--- src/rtl/tcam_pkg.sv ---
package tcam_pkg;
  localparam int unsigned TCAM_ENTRIES_DFLT = 16;
  localparam int unsigned TCAM_KEY_W_DFLT   = 40;
  localparam int unsigned TCAM_ACT_W_DFLT   = 8;
  localparam logic [7:0]  TCAM_MISS_ACT     = 8'hFF;
endpackage

--- src/rtl/tcam_store.sv ---
module tcam_store #(
  parameter int unsigned ENTRIES = 16,
  parameter int unsigned KEY_W   = 40,
  localparam int unsigned IDX_W  = $clog2(ENTRIES)
) (
  input  logic               clk,
  input  logic               rst,
  input  logic               wr_en,
  input  logic [IDX_W-1:0]   wr_idx,
  input  logic               wr_valid,
  input  logic [KEY_W-1:0]   wr_value,
  input  logic [KEY_W-1:0]   wr_mask,
  input  logic [KEY_W-1:0]   key,
  output logic [ENTRIES-1:0] match
);
  logic [ENTRIES-1:0] vld;

  for (genvar e = 0; e < ENTRIES; e++) begin : g_ent
    logic [KEY_W-1:0] val_q;
    logic [KEY_W-1:0] msk_q;

    always_ff @(posedge clk) begin
      if (rst) begin
        vld[e] <= 1'b0;
      end else if (wr_en && wr_idx == IDX_W'(e)) begin
        vld[e] <= wr_valid;
      end
    end

    always_ff @(posedge clk) begin
      if (wr_en && wr_idx == IDX_W'(e)) begin
        val_q <= wr_value;
        msk_q <= wr_mask;
      end
    end

    assign match[e] = vld[e] && (((key ^ val_q) & msk_q) == '0);
  end

  assert_reset_clears_R7: assert property (@(posedge clk)
    $past(rst) |-> (match == '0));
endmodule

--- src/rtl/tcam_prio_enc.sv ---
module tcam_prio_enc #(
  parameter int unsigned ENTRIES = 16,
  localparam int unsigned IDX_W  = $clog2(ENTRIES)
) (
  input  logic               clk,
  input  logic               rst,
  input  logic [ENTRIES-1:0] req,
  output logic               any,
  output logic [IDX_W-1:0]   idx
);
  always_comb begin
    idx = '0;
    for (int i = ENTRIES - 1; i >= 0; i--) begin
      if (req[i]) idx = IDX_W'(i);
    end
  end
  assign any = |req;

  assert_lowest_wins_R4: assert property (@(posedge clk) disable iff (rst)
    any |-> (req[idx] && ((req & ((ENTRIES'(1) << idx) - ENTRIES'(1))) == '0)));
endmodule

--- src/rtl/tcam_action_ram.sv ---
module tcam_action_ram #(
  parameter int unsigned ENTRIES = 16,
  parameter int unsigned ACT_W   = 8,
  localparam int unsigned IDX_W  = $clog2(ENTRIES)
) (
  input  logic             clk,
  input  logic             we,
  input  logic [IDX_W-1:0] waddr,
  input  logic [ACT_W-1:0] wdata,
  input  logic             re,
  input  logic [IDX_W-1:0] raddr,
  output logic [ACT_W-1:0] rdata
);
  logic [ACT_W-1:0] mem [ENTRIES];

  always_ff @(posedge clk) begin
    if (we) mem[waddr] <= wdata;
  end

  always_ff @(posedge clk) begin
    if (re) rdata <= mem[raddr];
  end
endmodule

--- src/rtl/tcam_classifier.sv ---
module tcam_classifier
  import tcam_pkg::*;
#(
  parameter int unsigned ENTRIES = TCAM_ENTRIES_DFLT,
  parameter int unsigned KEY_W   = TCAM_KEY_W_DFLT,
  parameter int unsigned ACT_W   = TCAM_ACT_W_DFLT,
  parameter logic [ACT_W-1:0] MISS_ACT = ACT_W'(TCAM_MISS_ACT),
  localparam int unsigned IDX_W  = $clog2(ENTRIES)
) (
  input  logic             clk,
  input  logic             rst,
  input  logic             wr_en,
  input  logic [IDX_W-1:0] wr_idx,
  input  logic             wr_valid,
  input  logic [KEY_W-1:0] wr_value,
  input  logic [KEY_W-1:0] wr_mask,
  input  logic [ACT_W-1:0] wr_action,
  input  logic             srch_en,
  input  logic [KEY_W-1:0] srch_key,
  output logic             res_valid,
  output logic             res_hit,
  output logic [IDX_W-1:0] res_idx,
  output logic [ACT_W-1:0] res_action
);
  logic [ENTRIES-1:0] match;
  logic               any;
  logic [IDX_W-1:0]   win_idx;
  logic [ACT_W-1:0]   ram_q;

  tcam_store #(.ENTRIES(ENTRIES), .KEY_W(KEY_W)) u_store (
    .clk(clk), .rst(rst), .wr_en(wr_en), .wr_idx(wr_idx),
    .wr_valid(wr_valid), .wr_value(wr_value), .wr_mask(wr_mask),
    .key(srch_key), .match(match)
  );

  tcam_prio_enc #(.ENTRIES(ENTRIES)) u_enc (
    .clk(clk), .rst(rst), .req(match), .any(any), .idx(win_idx)
  );

  tcam_action_ram #(.ENTRIES(ENTRIES), .ACT_W(ACT_W)) u_act (
    .clk(clk), .we(wr_en), .waddr(wr_idx), .wdata(wr_action),
    .re(srch_en), .raddr(win_idx), .rdata(ram_q)
  );

  always_ff @(posedge clk) begin
    if (rst) begin
      res_valid <= 1'b0;
      res_hit   <= 1'b0;
      res_idx   <= '0;
    end else begin
      res_valid <= srch_en;
      if (srch_en) begin
        res_hit <= any;
        res_idx <= any ? win_idx : '0;
      end
    end
  end

  assign res_action = res_hit ? ram_q : MISS_ACT;

  assert_result_strobe_R8: assert property (@(posedge clk) disable iff (rst)
    srch_en |=> res_valid);
  assert_no_spurious_strobe_R8: assert property (@(posedge clk) disable iff (rst)
    !srch_en |=> !res_valid);
  assert_miss_default_R6: assert property (@(posedge clk) disable iff (rst)
    (res_valid && !res_hit) |-> (res_action == MISS_ACT && res_idx == '0));
  assert_no_match_no_hit_R3: assert property (@(posedge clk) disable iff (rst)
    (srch_en && match == '0) |=> !res_hit);
endmodule

--- config.mk ---
export PLATFORM = sky130hd
export DESIGN_NAME = tcam_classifier
export DESIGN_NICKNAME = d
export VERILOG_FILES = /design/src/rtl/tcam_pkg.sv /design/src/rtl/tcam_store.sv /design/src/rtl/tcam_prio_enc.sv /design/src/rtl/tcam_action_ram.sv /design/src/rtl/tcam_classifier.sv
export SDC_FILE = /design/constraint.sdc
export NUM_CORES = 2
export LEC_CHECK = 0
export ABC_AREA = 0
export ABC_CLOCK_PERIOD_IN_PS = 9400
export BUFFER_PORTS_ARGS = -buffer_cell sky130_fd_sc_hd__buf_2
export CAP_MARGIN = 20
export CORE_MARGIN = 2
export CORE_UTILIZATION = 30
export DETAILED_ROUTE_END_ITERATION = 10
export MAX_ROUTING_LAYER = met4
export PLACE_DENSITY = 0.52
export SKIP_CTS_REPAIR_TIMING = 1
export SKIP_LAST_GASP = 1
export SLEW_MARGIN = 10
export SYNTH_ARGS = -nofsm -noshare
export SYNTH_HDL_FRONTEND = slang
export SYNTH_SLANG_ARGS = --single-unit
export TNS_END_PERCENT = 10
--- constraint.sdc ---
create_clock -name clk -period 9.4 [get_ports clk]
set_clock_uncertainty 0.1 [all_clocks]
set_input_delay 0.47 -clock clk [delete_from_list [all_inputs] [get_ports clk]]
set_output_delay 0.47 -clock clk [all_outputs]
set_load 0.005 [all_outputs]
==> flow_summary.toml <==
[outcome]
status = "completed"

[floorplan]
ios = 151
die-area_um2 = 184000
floorplan.initialDensity = 0.301
rows = 156
die_h_um = 429
fp.coreArea_um2 = 180000
die_w_um = 429

[detailed_routing]
route.met2.wl_um = 84400
met1_length_um = 72800
wl_met3_um = 10600
viasPerCell = 4.95
drt-initial-drc-count = 3272
vias = 27800
wl_per_cell_um = 31.0
drt-total-wl_um = 174000
dr.max_layer_used = "met4"
drc = 0
firstDrtPassIters = 6
antenna_left = 0

[global_routing]
antenna_found_initial = 31
grt_pass1_vias = 26800
grt_pass1_wl_um = 234000
globalRoute.totalOverflow = 0
grt_max_degree = 74
grt_use_total = 0.191

[timing]
rsz0062_at_grt = "no"
tightest_slew_ns = 1.14
fmax_mhz = 191
timing.final.crit_share = 0.558
max_slew_margin = 0.241
finalHoldViolations = 0
period_minus_slack_ns = 5.24
slew_viol_final = 0
tns_ns = 0
setup_viol = 0

[cts]
cts_max_level = 4
clk_pin_slew_ns = 0.06
clkSinkCount = 1438
root_buffer = "clkbuf_16"
cts_tree = "built"
clk_latency_ns = 0.79
cts_buffers = 147
cts_buffer_depth = 3

[yosys]
synthCells = 2861
synth_cell_types = 51
synthArstFlopShare = 0
yosysWarnings = 0
synth_common_cells = "edfxtp_1 (1,416), xor2_1 (640), a22oi_1 (273)"
synth_edf_count = 1416
synth_area_per_cell_um2 = 19.0
syn_nets = 2998
synth_top_area_cell = "edfxtp_1"
synthFlopType = "edfxtp_1"
yosysMostFrequentCell = "edfxtp_1"
synthTopCellsByArea = "edfxtp_1 (78%), xor2_1 (10%), a22oi_1 (3.8%)"
synth_area_um2 = 54300
ys_ff_latch = 1438
synth_top_area_share = 0.783
synth_seq_area_share = 0.791

[cells_and_area]
fin_nets = 3254
drive_gt1_frac = 0.134
fill_cells = 17100
final_area_um2 = 62500
syn2layout_area_growth_pct = 15.1

[placed_design]
gp_congestion = 0.949
numPortBuffers = 150
placed_cell_area_um2 = 57700
hpwl_um = 108000

[setup_path]
required_ns = 9.94
startpoint_type = "flip-flop"
critical_path_buf_inv_count = 0
path_delay_family = "compound AO/OA/AOI/OAI gates"
end_kind = "flip-flop"
path_cells = "xor2_1 > a22oi_1 > nand4_1 > nor4_1 > a22oi_1 > nor2b_4 > o2111ai_1 > nand2_2 > mux2i_1 > a2111oi_0 > a31o_1"
worstSetupPathType = "flip-flop to flip-flop"
crit_slowest_cell = "o2111ai_1"
cpMostUsedCell = "a22oi_1"
cp.arrival_ns = 5.79
max_stage_delay_ns = 0.86
cp_max_fo = 33

[power]
peakVddDrop_uv = 176
pwr-share-clk = 0.422
p_switching_mw = 3.04
power_density_nw_per_um2 = 219
intPower_mw = 10.6
p_leak_nw = 20.5
combPwrFrac = 0.051
swShare = 0.223
power_frac_seq = 0.528

[hold_path]
hp-class = "input port to flip-flop"

[job]
drv_cap = 0
## stage by stage
| step | utilization | hold slack, ns | total power [mW] | cells | setup WS [ns] |
|---|---|---|---|---|---|
| CTS | 0.346 | -0.0582 | 13.8 | 5601 | 4.32 |
| floorplan | - | 0.348 | 7.64 | 2861 | 1.45 |
| global placement | 0.320 | 0.361 | 8.04 | 5331 | 3.70 |
| finish | 0.346 | 0.00761 | 13.7 | 5611 | 4.16 |
| global route | 0.346 | 0.00322 | 14.0 | 5610 | 4.00 |
| detailed placement | 0.320 | 0.377 | 8.05 | 5332 | 3.66 |
## registers in the layout, indices dropped and copies added (netlist names)
| register | flops |
|---|---|
| u_act.rdata | 8 |
| u_store.vld | 16 |
| u_act.mem | 128 |
| u_store.g_ent.msk_q | 640 |
| res_hit | 1 |
| res_idx | 4 |
| res_valid | 1 |
| u_store.g_ent.val_q | 640 |
## worst paths after layout
path	depth (start not counted)	endpoint	from	slack, ns
setup reg to reg	11	u_act.rdata[0]	u_store.g_ent[13].val_q[25]	4.16
hold / removal	3	u_store.vld[7]	wr_valid	0.008
setup / recovery	11	u_act.rdata[0]	u_store.g_ent[13].val_q[25]	4.16
hold reg to reg	2	u_store.vld[9]	u_store.vld[9]	0.39
## worst min-delay path: stages
cell and delay (ns):
buf_2 0.22, nand2_1 0.10, a21oi_1 0.05
## layout by cell type, fill, tap and decap left out, types with 34 or more instances in the layout
master     instances
nand2_1           50
xor2_1           640
a22oi_1          273
clkbuf_16        151
clkbuf_1          38
mux2i_1           60
edfxtp_1        1416
buf_2            150
clkinv_1          34
buf_4             47
nand4_1           69
## layer usage
layer  up-vias  track usage
li1      11700            -
met1     14700        0.247
met2      1125        0.308
met3       249       0.0274
met4         0       0.0672
met5         -            -
## cells by family (layout without fill, tap and decap cells)
| family | Yosys count | in the layout | share of synthesized area |
|---|---|---|---|
| flops | 1438 | 1438 | 0.791 |
| xor+xnor | 640 | 640 | 0.103 |
| compound gates | 399 | 399 | 0.0565 |
| simple gates | 226 | 226 | 0.0235 |
| buf+inv | 98 | 474 | 0.0142 |
| mux | 60 | 60 | 0.0111 |
| other cells | 0 | 4 | 0 |
## layout make-up
| class | count | area (um^2) | area share |
|---|---|---|---|
| clock inverter | 76 | 714 | 0.0114 |
| clock buffer | 193 | 3980 | 0.0636 |
| sequential | 1438 | 43000 | 0.688 |
| timing repair buffer | 204 | 1190 | 0.0190 |
| tap | 2370 | 2970 | 0.0475 |
| antenna | 4 | 10.0 | 0.000160 |
| inverter | 1 | 3.75 | 0.0000601 |
| multi-input combinational | 1325 | 10700 | 0.171 |
## power groups by stage
stage          clock, mW  combinational (mW)  sequential (mW)
6_report            5.76               0.690             7.21
5_1_grt             6.08               0.722             7.22
4_1_cts             5.85               0.699             7.21
3_5_place_dp           0               0.696             7.35
3_3_place_gp           0               0.696             7.35
2_1_floorplan          0               0.290             7.35
Note: power is estimated with default switching activity, not from simulation.
